`config.mk`:
```
export PLATFORM = sky130hd
export DESIGN_NAME = zs_hit_readout
export DESIGN_NICKNAME = d
export VERILOG_FILES = /design/src/rtl/zs_pkg.sv /design/src/rtl/zs_path_store.sv /design/src/rtl/zs_suppress.sv /design/src/rtl/zs_serializer.sv /design/src/rtl/zs_hit_readout.sv
export SDC_FILE = /design/constraint.sdc
export NUM_CORES = 2
export LEC_CHECK = 0
export BUFFER_PORTS_ARGS = -buffer_cell sky130_fd_sc_hd__buf_2
export CAP_MARGIN = 30
export CORE_MARGIN = 1.5
export CORE_UTILIZATION = 50
export CTS_CLUSTER_SIZE = 14
export DETAILED_ROUTE_END_ITERATION = 8
export PLACE_DENSITY = 0.78
export REMOVE_ABC_BUFFERS = 1
export SLEW_MARGIN = 20
export SYNTH_ARGS = -nofsm -noshare
export SYNTH_HDL_FRONTEND = slang
export SYNTH_SLANG_ARGS = --single-unit
```
`constraint.sdc`:
```
create_clock -name clk -period 14.15 [get_ports clk]
set_input_delay 2.1225 -clock clk [delete_from_list [all_inputs] [get_ports clk]]
set_output_delay 2.1225 -clock clk [all_outputs]
set_load 0.01 [all_outputs]
```
`src/rtl/zs_pkg.sv`:
```
package zs_pkg;
  localparam int CHANNELS = 128;
  localparam int AMP_BITS = 3;
  localparam int PATHS    = 4;
  localparam int MAX_HITS = 4;
  localparam int LANES    = 2;
endpackage

```
`src/rtl/zs_path_store.sv`:
```
module zs_path_store #(
  parameter int NCH   = zs_pkg::CHANNELS,
  parameter int AMPW  = zs_pkg::AMP_BITS,
  parameter int NPATH = zs_pkg::PATHS,
  localparam int TAGW = $clog2(NPATH)
) (
  input  logic                clk,
  input  logic                rst,
  input  logic                wr_en,
  input  logic [TAGW-1:0]     wr_idx,
  input  logic [NCH-1:0]      wr_hit,
  input  logic [NCH*AMPW-1:0] wr_amp,
  input  logic [TAGW-1:0]     ra_idx,
  output logic [NCH-1:0]      ra_hit,
  input  logic [TAGW-1:0]     rb_idx,
  output logic [NCH*AMPW-1:0] rb_amp
);
  logic [NCH-1:0]      hit_mem [NPATH];
  logic [NCH*AMPW-1:0] amp_mem [NPATH];

  // hit masks need a reset so cleared paths report no hits
  always_ff @(posedge clk) begin
    if (rst) begin
      for (int p = 0; p < NPATH; p++) hit_mem[p] <= '0;
    end else if (wr_en) begin
      hit_mem[wr_idx] <= wr_hit;
    end
  end

  // amplitudes are only read behind a hit bit, so no reset: RAM friendly
  always_ff @(posedge clk) begin
    if (wr_en) amp_mem[wr_idx] <= wr_amp;
  end

  assign ra_hit = hit_mem[ra_idx];
  assign rb_amp = amp_mem[rb_idx];
endmodule

```
`src/rtl/zs_suppress.sv`:
```
module zs_suppress #(
  parameter int NCH   = zs_pkg::CHANNELS,
  parameter int AMPW  = zs_pkg::AMP_BITS,
  parameter int NPATH = zs_pkg::PATHS,
  parameter int MAXH  = zs_pkg::MAX_HITS,
  localparam int CHW    = $clog2(NCH),
  localparam int TAGW   = $clog2(NPATH),
  localparam int WORD_W = CHW + AMPW + TAGW,
  localparam int CNTW   = $clog2(MAXH + 1),
  localparam int SLW    = (MAXH > 1) ? $clog2(MAXH) : 1
) (
  input  logic                   clk,
  input  logic                   rst,
  input  logic                   start,
  input  logic [TAGW-1:0]        ld_tag,
  input  logic [NCH-1:0]         ld_hit,
  output logic [TAGW-1:0]        amp_idx,
  input  logic [NCH*AMPW-1:0]    amp_in,
  input  logic [TAGW-1:0]        rl_idx,
  output logic [MAXH*WORD_W-1:0] rl_words,
  output logic [CNTW-1:0]        rl_cnt,
  output logic                   rl_ovf
);
  logic [NCH-1:0]    mask_q;
  logic [TAGW-1:0]   tag_q;
  logic [CNTW-1:0]   cnt_q;
  logic [WORD_W-1:0] wl_q [NPATH][MAXH];
  logic [CNTW-1:0]   lc_q [NPATH];
  logic              ovf_q [NPATH];

  logic            pick_v;
  logic [CHW-1:0]  pick_idx;
  logic [AMPW-1:0] amp_sel;
  logic            room;

  // lowest pending channel wins
  always_comb begin
    pick_v   = 1'b0;
    pick_idx = '0;
    for (int i = NCH - 1; i >= 0; i--) begin
      if (mask_q[i]) begin
        pick_v   = 1'b1;
        pick_idx = CHW'(i);
      end
    end
  end

  assign amp_sel = amp_in[pick_idx*AMPW +: AMPW];
  assign room    = (cnt_q < CNTW'(MAXH));
  assign amp_idx = tag_q;

  always_ff @(posedge clk) begin
    if (rst) begin
      mask_q <= '0;
      tag_q  <= '0;
      cnt_q  <= '0;
      for (int p = 0; p < NPATH; p++) begin
        lc_q[p]  <= '0;
        ovf_q[p] <= 1'b0;
      end
    end else if (start) begin
      mask_q       <= ld_hit;
      tag_q        <= ld_tag;
      cnt_q        <= '0;
      lc_q[ld_tag]  <= '0;
      ovf_q[ld_tag] <= 1'b0;
    end else if (pick_v) begin
      if (room) begin
        mask_q[pick_idx] <= 1'b0;
        cnt_q            <= cnt_q + 1'b1;
        lc_q[tag_q]      <= cnt_q + 1'b1;
      end else begin
        ovf_q[tag_q] <= 1'b1;
        mask_q       <= '0;
      end
    end
  end

  always_ff @(posedge clk) begin
    if (!rst && !start && pick_v && room)
      wl_q[tag_q][cnt_q[SLW-1:0]] <= {pick_idx, amp_sel, tag_q};
  end

  always_comb begin
    for (int k = 0; k < MAXH; k++) rl_words[k*WORD_W +: WORD_W] = wl_q[rl_idx][k];
  end
  assign rl_cnt = lc_q[rl_idx];
  assign rl_ovf = ovf_q[rl_idx];

  a_r4_cnt_cap: assert property (@(posedge clk) disable iff (rst)
    cnt_q <= CNTW'(MAXH));

  a_r3_ascending: assert property (@(posedge clk) disable iff (rst)
    (!start && pick_v && room) |=> (start || !pick_v || pick_idx > $past(pick_idx)));
endmodule

```
`src/rtl/zs_serializer.sv`:
```
module zs_serializer #(
  parameter int MAXH   = zs_pkg::MAX_HITS,
  parameter int WORD_W = 12,
  parameter int LANES  = zs_pkg::LANES,
  localparam int CNTW = $clog2(MAXH + 1),
  localparam int HALF = WORD_W / LANES,
  localparam int BW   = (HALF > 1) ? $clog2(HALF) : 1
) (
  input  logic                   clk,
  input  logic                   rst,
  input  logic                   load,
  input  logic [MAXH*WORD_W-1:0] ld_words,
  input  logic [CNTW-1:0]        ld_cnt,
  input  logic                   ld_ovf,
  output logic [LANES-1:0]       sdo_o,
  output logic                   sdv_o,
  output logic                   ovf_o
);
  logic [MAXH*WORD_W-1:0] words_q, words_n;
  logic [CNTW-1:0]        cnt_q, cnt_n, slot_q, slot_n;
  logic [BW-1:0]          bit_q, bit_n;
  logic                   ovf_n, vld_n;
  logic [WORD_W-1:0]      wsel;
  logic [LANES-1:0]       sdo_n;

  always_comb begin
    words_n = words_q;
    cnt_n   = cnt_q;
    ovf_n   = ovf_o;
    slot_n  = slot_q;
    bit_n   = bit_q;
    if (load) begin
      words_n = ld_words;
      cnt_n   = ld_cnt;
      ovf_n   = ld_ovf;
      slot_n  = '0;
      bit_n   = '0;
    end else if (slot_q < CNTW'(MAXH)) begin
      if (bit_q == BW'(HALF - 1)) begin
        bit_n  = '0;
        slot_n = slot_q + 1'b1;
      end else begin
        bit_n = bit_q + 1'b1;
      end
    end
    wsel = '0;
    for (int k = 0; k < MAXH; k++)
      if (slot_n == CNTW'(k)) wsel = words_n[k*WORD_W +: WORD_W];
    vld_n = (slot_n < CNTW'(MAXH)) && (slot_n < cnt_n);
    for (int l = 0; l < LANES; l++)
      sdo_n[l] = vld_n & wsel[(l + 1)*HALF - 1 - int'(bit_n)];
  end

  always_ff @(posedge clk) begin
    if (rst) begin
      words_q <= '0;
      cnt_q   <= '0;
      slot_q  <= CNTW'(MAXH);
      bit_q   <= '0;
      sdo_o   <= '0;
      sdv_o   <= 1'b0;
      ovf_o   <= 1'b0;
    end else begin
      words_q <= words_n;
      cnt_q   <= cnt_n;
      slot_q  <= slot_n;
      bit_q   <= bit_n;
      sdo_o   <= sdo_n;
      sdv_o   <= vld_n;
      ovf_o   <= ovf_n;
    end
  end

  a_r6_first_slot: assert property (@(posedge clk) disable iff (rst)
    load |=> (slot_q == '0 && bit_q == '0));

  a_r8_idle_tail: assert property (@(posedge clk) disable iff (rst)
    (slot_q == CNTW'(MAXH)) |-> (!sdv_o && sdo_o == '0));
endmodule

```
`src/rtl/zs_hit_readout.sv`:
```
module zs_hit_readout #(
  parameter int NCH   = zs_pkg::CHANNELS,
  parameter int AMPW  = zs_pkg::AMP_BITS,
  parameter int NPATH = zs_pkg::PATHS,
  parameter int MAXH  = zs_pkg::MAX_HITS,
  parameter int LANES = zs_pkg::LANES
) (
  input  logic                clk,
  input  logic                rst,
  input  logic                bco_i,
  input  logic [NCH-1:0]      hit_i,
  input  logic [NCH*AMPW-1:0] amp_i,
  output logic [LANES-1:0]    sdo_o,
  output logic                sdv_o,
  output logic                ovf_o
);
  localparam int CHW    = $clog2(NCH);
  localparam int TAGW   = $clog2(NPATH);
  localparam int WORD_W = CHW + AMPW + TAGW;
  localparam int CNTW   = $clog2(MAXH + 1);

  logic [TAGW-1:0]        wp_q, sup_idx, ser_idx, amp_idx;
  logic [NCH-1:0]         sup_hit;
  logic [NCH*AMPW-1:0]    sup_amp;
  logic [MAXH*WORD_W-1:0] rl_words;
  logic [CNTW-1:0]        rl_cnt;
  logic                   rl_ovf;

  always_ff @(posedge clk) begin
    if (rst)        wp_q <= '0;
    else if (bco_i) wp_q <= wp_q + 1'b1;
  end

  assign sup_idx = wp_q - TAGW'(1);
  assign ser_idx = wp_q - TAGW'(2);

  zs_path_store #(.NCH(NCH), .AMPW(AMPW), .NPATH(NPATH)) store_i (
    .clk(clk), .rst(rst), .wr_en(bco_i), .wr_idx(wp_q),
    .wr_hit(hit_i), .wr_amp(amp_i),
    .ra_idx(sup_idx), .ra_hit(sup_hit),
    .rb_idx(amp_idx), .rb_amp(sup_amp)
  );

  zs_suppress #(.NCH(NCH), .AMPW(AMPW), .NPATH(NPATH), .MAXH(MAXH)) supp_i (
    .clk(clk), .rst(rst), .start(bco_i), .ld_tag(sup_idx), .ld_hit(sup_hit),
    .amp_idx(amp_idx), .amp_in(sup_amp),
    .rl_idx(ser_idx), .rl_words(rl_words), .rl_cnt(rl_cnt), .rl_ovf(rl_ovf)
  );

  zs_serializer #(.MAXH(MAXH), .WORD_W(WORD_W), .LANES(LANES)) ser_i (
    .clk(clk), .rst(rst), .load(bco_i),
    .ld_words(rl_words), .ld_cnt(rl_cnt), .ld_ovf(rl_ovf),
    .sdo_o(sdo_o), .sdv_o(sdv_o), .ovf_o(ovf_o)
  );

  a_r1_clear_after_reset: assert property (@(posedge clk) disable iff (rst)
    $fell(rst) |-> (sdo_o == '0 && !sdv_o && !ovf_o));

  a_r2_wp_step: assert property (@(posedge clk) disable iff (rst)
    bco_i |=> (wp_q == $past(wp_q) + TAGW'(1)));
endmodule

```
## Word-level counts from Yosys, hierarchy flattened

Memories as Yosys holds them, arrays and structs flattened. A register that Yosys moved wholly into a read port is not among the register bits.
Index checks and enable logic that the tools add are counted.

- Output and inout port bits: 4
- Flip-flop bits (word level): 195
- RAM bits: 2256
- Input port bits: 515
- Word-level logic and storage cells: 377
- Memories: 5

- $add $sub $neg: 8
- Multipliers: 1
- Shift operators: 1
- Eq/ne operators: 4
- $lt $le $gt $ge: 10
- Reductions and logical operators: 17
- Bitwise logic cells: 5
- Muxes and demuxes: 316

Memory list:

| name | depth | width | read ports | clocked after Yosys merged registers in | write ports | line | source |
|---|---|---|---|---|---|---|---|
| store_i.amp_mem | 4 | 384 | 1 | 1 | 1 | zs_path_store.sv:19 | `logic [NCH*AMPW-1:0] amp_mem [NPATH];` |
| store_i.hit_mem | 4 | 128 | 1 | 0 | 4 | zs_path_store.sv:18 | `logic [NCH-1:0] hit_mem [NPATH];` |
| supp_i.wl_q | 4 | 48 | 1 | 0 | 1 | zs_suppress.sv:27 | `logic [WORD_W-1:0] wl_q [NPATH][MAXH];` |
| supp_i.lc_q | 4 | 3 | 1 | 0 | 4 | zs_suppress.sv:28 | `logic [CNTW-1:0] lc_q [NPATH];` |
| supp_i.ovf_q | 4 | 1 | 1 | 1 | 4 | zs_suppress.sv:29 | `logic ovf_q [NPATH];` |

Operators by type and width:

| operator | count |
|---|---|
| $mux W7 | 128 |
| $mux W128 | 4 |
| $shiftx A384 B10 Y3 | 1 |
| $mux W1 | 157 |
| $and A128 B128 Y128 | 1 |
| $not A128 Y128 | 1 |
| $reduce_or A128 Y1 | 1 |
| $mux W48 | 2 |
| $lt A32 B6 Y1 const B | 2 |
| $mux W12 | 5 |
| $mux W3 | 9 |
| $demux W12 S2 | 1 |
| $mux W2 | 7 |
| $add A3 B1 Y3 const B | 3 |
| $lt A3 B3 Y1 const B | 3 |
| $mul A7 B2 Y9 const B | 1 |
| $bmux W1 S4 | 2 |
| $lt A7 B8 Y1 const B | 1 |
| $demux W1 S7 | 1 |
| $ge A7 B1 Y1 const B | 1 |
| $eq A3 B2 Y1 const B | 2 |
| $logic_and A1 B1 Y1 | 6 |
| $reduce_or A3 Y1 | 2 |
| $sub A4 B3 Y5 const A | 1 |
| other kinds (17) | 20 |

## Longest topological paths before layout

- Depth in word-level cells: 137
- Depth in mapped cells: 18
- Mapped depth without buffers: 13

## Modules after synthesis

Synthesis repeated with hierarchy kept, for this count alone.

- Cell total of the unflattened synthesis: 5595
- Area, all modules: 100422.6 sq um

Modules (own cells, without submodules):

| module | seq. area each (sq um) | times used | area each (sq um) | cells an instance |
|---|---|---|---|---|
| zs_path_store | 61499.0 | 1 | 78113.7 | 3255 |
| zs_suppress | 8908.5 | 1 | 19112.1 | 1989 |
| zs_serializer | 1221.2 | 1 | 3101.7 | 341 |
| zs_hit_readout | 40.0 | 1 | 95.1 | 10 |

## Least setup slack after synthesis

Ideal clock, no wire load.

- Kind: input port to flip-flop
- Start: input bco_i
- End: memory store_i.amp_mem[0][0] (netlist name) (enable)
- Stages: 7
- Arrival time: 12847 ps
- Setup slack: 508 ps
- Required time: 13355 ps
- Library setup time: 795 ps
- Buffers on the path: 6
- Path through: clkbuf_1 > buf_1 > clkbuf_1 > clkbuf_1 > clkbuf_1 > clkbuf_1 > and2_1

- Cells in the longest elaborated chain, start to end: 2

Ends and longest elaborated chain:

| element | line | source |
|---|---|---|
| start: declaration | zs_hit_readout.sv:10 | `input logic bco_i,` |
| $mux W1 | zs_path_store.sv:32 | `if (wr_en) amp_mem[wr_idx] <= wr_amp;` |
| $mux W1 (not written as such) | zs_path_store.sv:32 |  |
| end: declaration | zs_path_store.sv:19 |  |

No other way between the ends.

## Worst setup path in the final report

- Start: register supp_i.mask_q[95]
- End: memory supp_i.wl_q[1][16] (netlist name) (data pin)

- Cells in the longest elaborated chain, start to end: 98

Ends and longest elaborated chain:

| element | line | source |
|---|---|---|
| start: declaration | zs_suppress.sv:24 | `logic [NCH-1:0] mask_q;` |
| start signal: assignment | zs_suppress.sv:62 | `mask_q <= ld_hit;` |
| $mux W7 (96 in a row) | zs_suppress.sv:41 | `if (mask_q[i]) begin` |
| $mul A7 B2 Y9 | zs_suppress.sv:48 | `assign amp_sel = amp_in[pick_idx*AMPW +: AMPW];` |
| $shiftx A384 B10 Y3 | zs_suppress.sv:48 |  |
| named net supp_i.amp_sel[2] | zs_suppress.sv:33 | `logic [AMPW-1:0] amp_sel;` |
| end: declaration | zs_suppress.sv:27 |  |

The timed path passes the listed nets, and every way through them passes these cells.

==> metrics.yaml <==
status: "finished, final reports clean"
fin_nets: 6702
async_reset_ff_share_pct: 0
ant_nets: 0
cts_buffers: 234
route.detailed.drc: 0
ys_ff_latch: 2453
cts_resized: 0
synthTopCellsByArea: "edfxtp_1 (68%), mux4_2 (13%), dfxtp_1 (4.0%)"
finish.utilization_pct: 57.4
worst_pin_slew_ps: 1220
design_area_um2: 113000
numPortBuffers: 518
via_count: 55800
core-area_um2: 197000
yosysWarnings: 0
cts_tree: "yes"
synth_compound_area_share_pct: 4.19
clockBufferDepth: 3
arrival_ps: 6490
fillers: 14500
clkSinkCount: 2453
pre_cts_slack_ps: 7980
first_pass_iters: 8
setup_violations: 0
overflow: 0
ir_drop_mv: 0.129
setup_ws_ps: 8070
synth.most_common_cell: "edfxtp_1"
hold_viol: 0
grt_pass1_vias: 55600
placedCellCount: 8573
startpoint_type: "flip-flop"
cts_max_level: 4
synthTopCellsByCount: "edfxtp_1 (2256), mux4_2 (565), and2_1 (524)"
antenna_found_initial: 172
clock_skew_ps: 93.8
slew_violations: 0
drv_cap: 0
avgRoutedWirePerCell_um: 29.7
min_period_over_period_pct: 43.0
synth.avg_cell_area_um2: 17.6
wirelength_mm: 271
synth-xor-area-share_pct: 0.0265
grt_usage_pct: 26.4
yosys_most_used_dff: "edfxtp_1"
die_y_um: 449
relSlewSlack_pct: 18.6
die-area_um2: 201000
syn_inst: 5642
critPathCaptureType: "flip-flop"
postPlaceCellArea_um2: 105000
required_ps: 14560
worstSetupPathType: "reg2reg"
rsz0062_at_grt: "false"
grt_max_degree: 207
yosysUniqueCellTypes: 93
dp_hpwl_mm: 170
synth_top_cell_by_area: "edfxtp_1"
tns_ps: 0
area_growth_pct: 14.2
gp_congestion: 0.910
synth_top_family_by_area: "multiplexers"
clock_latency_ps: 910
synth_adder_area_share_pct: 0.151
period_needed_ps: 6080
start_util_pct: 50.3
hold_buffers: 0
crit_fanout: 36
cts-root-buf: "clkbuf_16"
hold_class: "reg2reg"
num_rows: 163
syn_area_um2: 99300
p_per_area_nw_per_um2: 157
die_w_um: 449
drive_above_1_share_pct: 25.7
p_leak_nw: 38.6
pin_count: 519
synth_edf_count: 2256
drt-initial-drc-count: 6620
clk_pin_slew_ps: 70
cts_setup_buffers: 0
synth.area.mux_share_pct: 14.6
yosys.area_share.simple_pct: 7.30
yosysTopAreaCellShare_pct: 68.2
max_freq_mhz: 164
vias_per_cell: 6.12
grt_pass1_wl_mm: 387
ys_seq_area_share_pct: 72.2
stdcell_count: 9118
[report_power, final]
part	total, mW	internal [mW]	switching (mW)
combinational	2.89	0.975	1.92
clock	6.37	3.62	2.75
sequential	8.53	8.38	0.149
[final cells by class]
cell class                      count  area [µm²]  area share, %
Antenna cell                      100         250          0.221
Clock buffer                      280        6190           5.46
Clock inverter                    159        1720           1.52
Inverter                           42         165          0.146
Multi-Input combinational cell   2806       26200           23.2
Sequential cell                  2453       71700           63.2
Tap cell                         2640        3300           2.91
Timing Repair Buffer              638        3780           3.34
[metal layers]
layer / part of all wire (%) / GRT usage (%)
met1: 37 / 33.8
met2: 50 / 42.7
met3: 7.8 / 5.16
met4: 5.1 / 14.5
met5: 0.21 / 0
[worst paths after layout]
kind | slack, ps | depth (start not counted) | end | start
max | 8070 | 14 | supp_i.wl_q[1][16] | supp_i.mask_q[95]
min | 490 | 2 | ser_i.words_q[34] | ser_i.words_q[34]
max reg2reg | 8070 | 14 | supp_i.wl_q[1][16] | supp_i.mask_q[95]
min reg2reg | 490 | 2 | ser_i.words_q[34] | ser_i.words_q[34]
[critical path, cell delays in order (launching register included)]
cell,delay (ps)
dfxtp_1,380
nor3b_1,210
o31ai_1,110
and4_1,240
a221oi_1,940
nand4_1,200
and3_2,310
inv_6,280
buf_4,720
mux2i_1,340
o22ai_1,140
nor4b_1,330
nor4_1,140
a221oi_1,550
nand4_1,670
[registers in the layout, indices dropped and copies added (netlist names), named ones only]
| signal | cells |
|---|---|
| supp_i.mask_q | 128 |
| ser_i.sdo_o | 2 |
| ser_i.slot_q | 3 |
| supp_i.cnt_q | 3 |
| ser_i.cnt_q | 3 |
| supp_i.amp_idx | 1 |
| supp_i.lc_q | 12 |
| ser_i.bit_q | 3 |
| ser_i.words_q | 48 |
| ser_i.ovf_o | 1 |
| wp_q | 2 |
| supp_i.ovf_q | 4 |
| supp_i.wl_q | 192 |
| store_i.hit_mem | 512 |
| ser_i.sdv_o | 1 |
| store_i.amp_mem | 1536 |
[stage by stage]
stage	power [mW]	hold WS, ps
floorplan	10.6	450
global placement	11.5	468
detailed placement	11.5	476
CTS	17.8	492
global route	18.3	519
finish	17.8	488
[kinds of logic after synthesis]
family                   Yosys count
AO/OA/AOI/OAI                    677
multiplexers                     736
XOR/XNOR                           3
flip-flops                      2453
AND/OR/NAND/NOR                 1378
buffers and inverters            383
adder cells (fa/ha/maj)           12
[placed cells by master, fill, tap and decap left out, types with 15 or more instances in the layout]
cell / count
nand3_1: 29
o21ai_0: 190
mux2_2: 15
or4_1: 17
inv_1: 38
buf_4: 98
o22ai_1: 25
edfxtp_1: 2256
nor2_1: 189
nor3_1: 50
a31oi_1: 18
mux2i_1: 156
clkbuf_16: 238
buf_2: 517
clkinv_2: 38
mux4_2: 565
a21oi_1: 248
o211ai_1: 15
nand2_1: 338
dfxtp_1: 193
and3_1: 16
bufinv_16: 27
o31ai_1: 28
nor2b_1: 81
clkinv_1: 66
and2_1: 520
nor4_1: 31
diode_2: 100
clkbuf_1: 34
No activity file was read; power rests on OpenSTA's default activity.
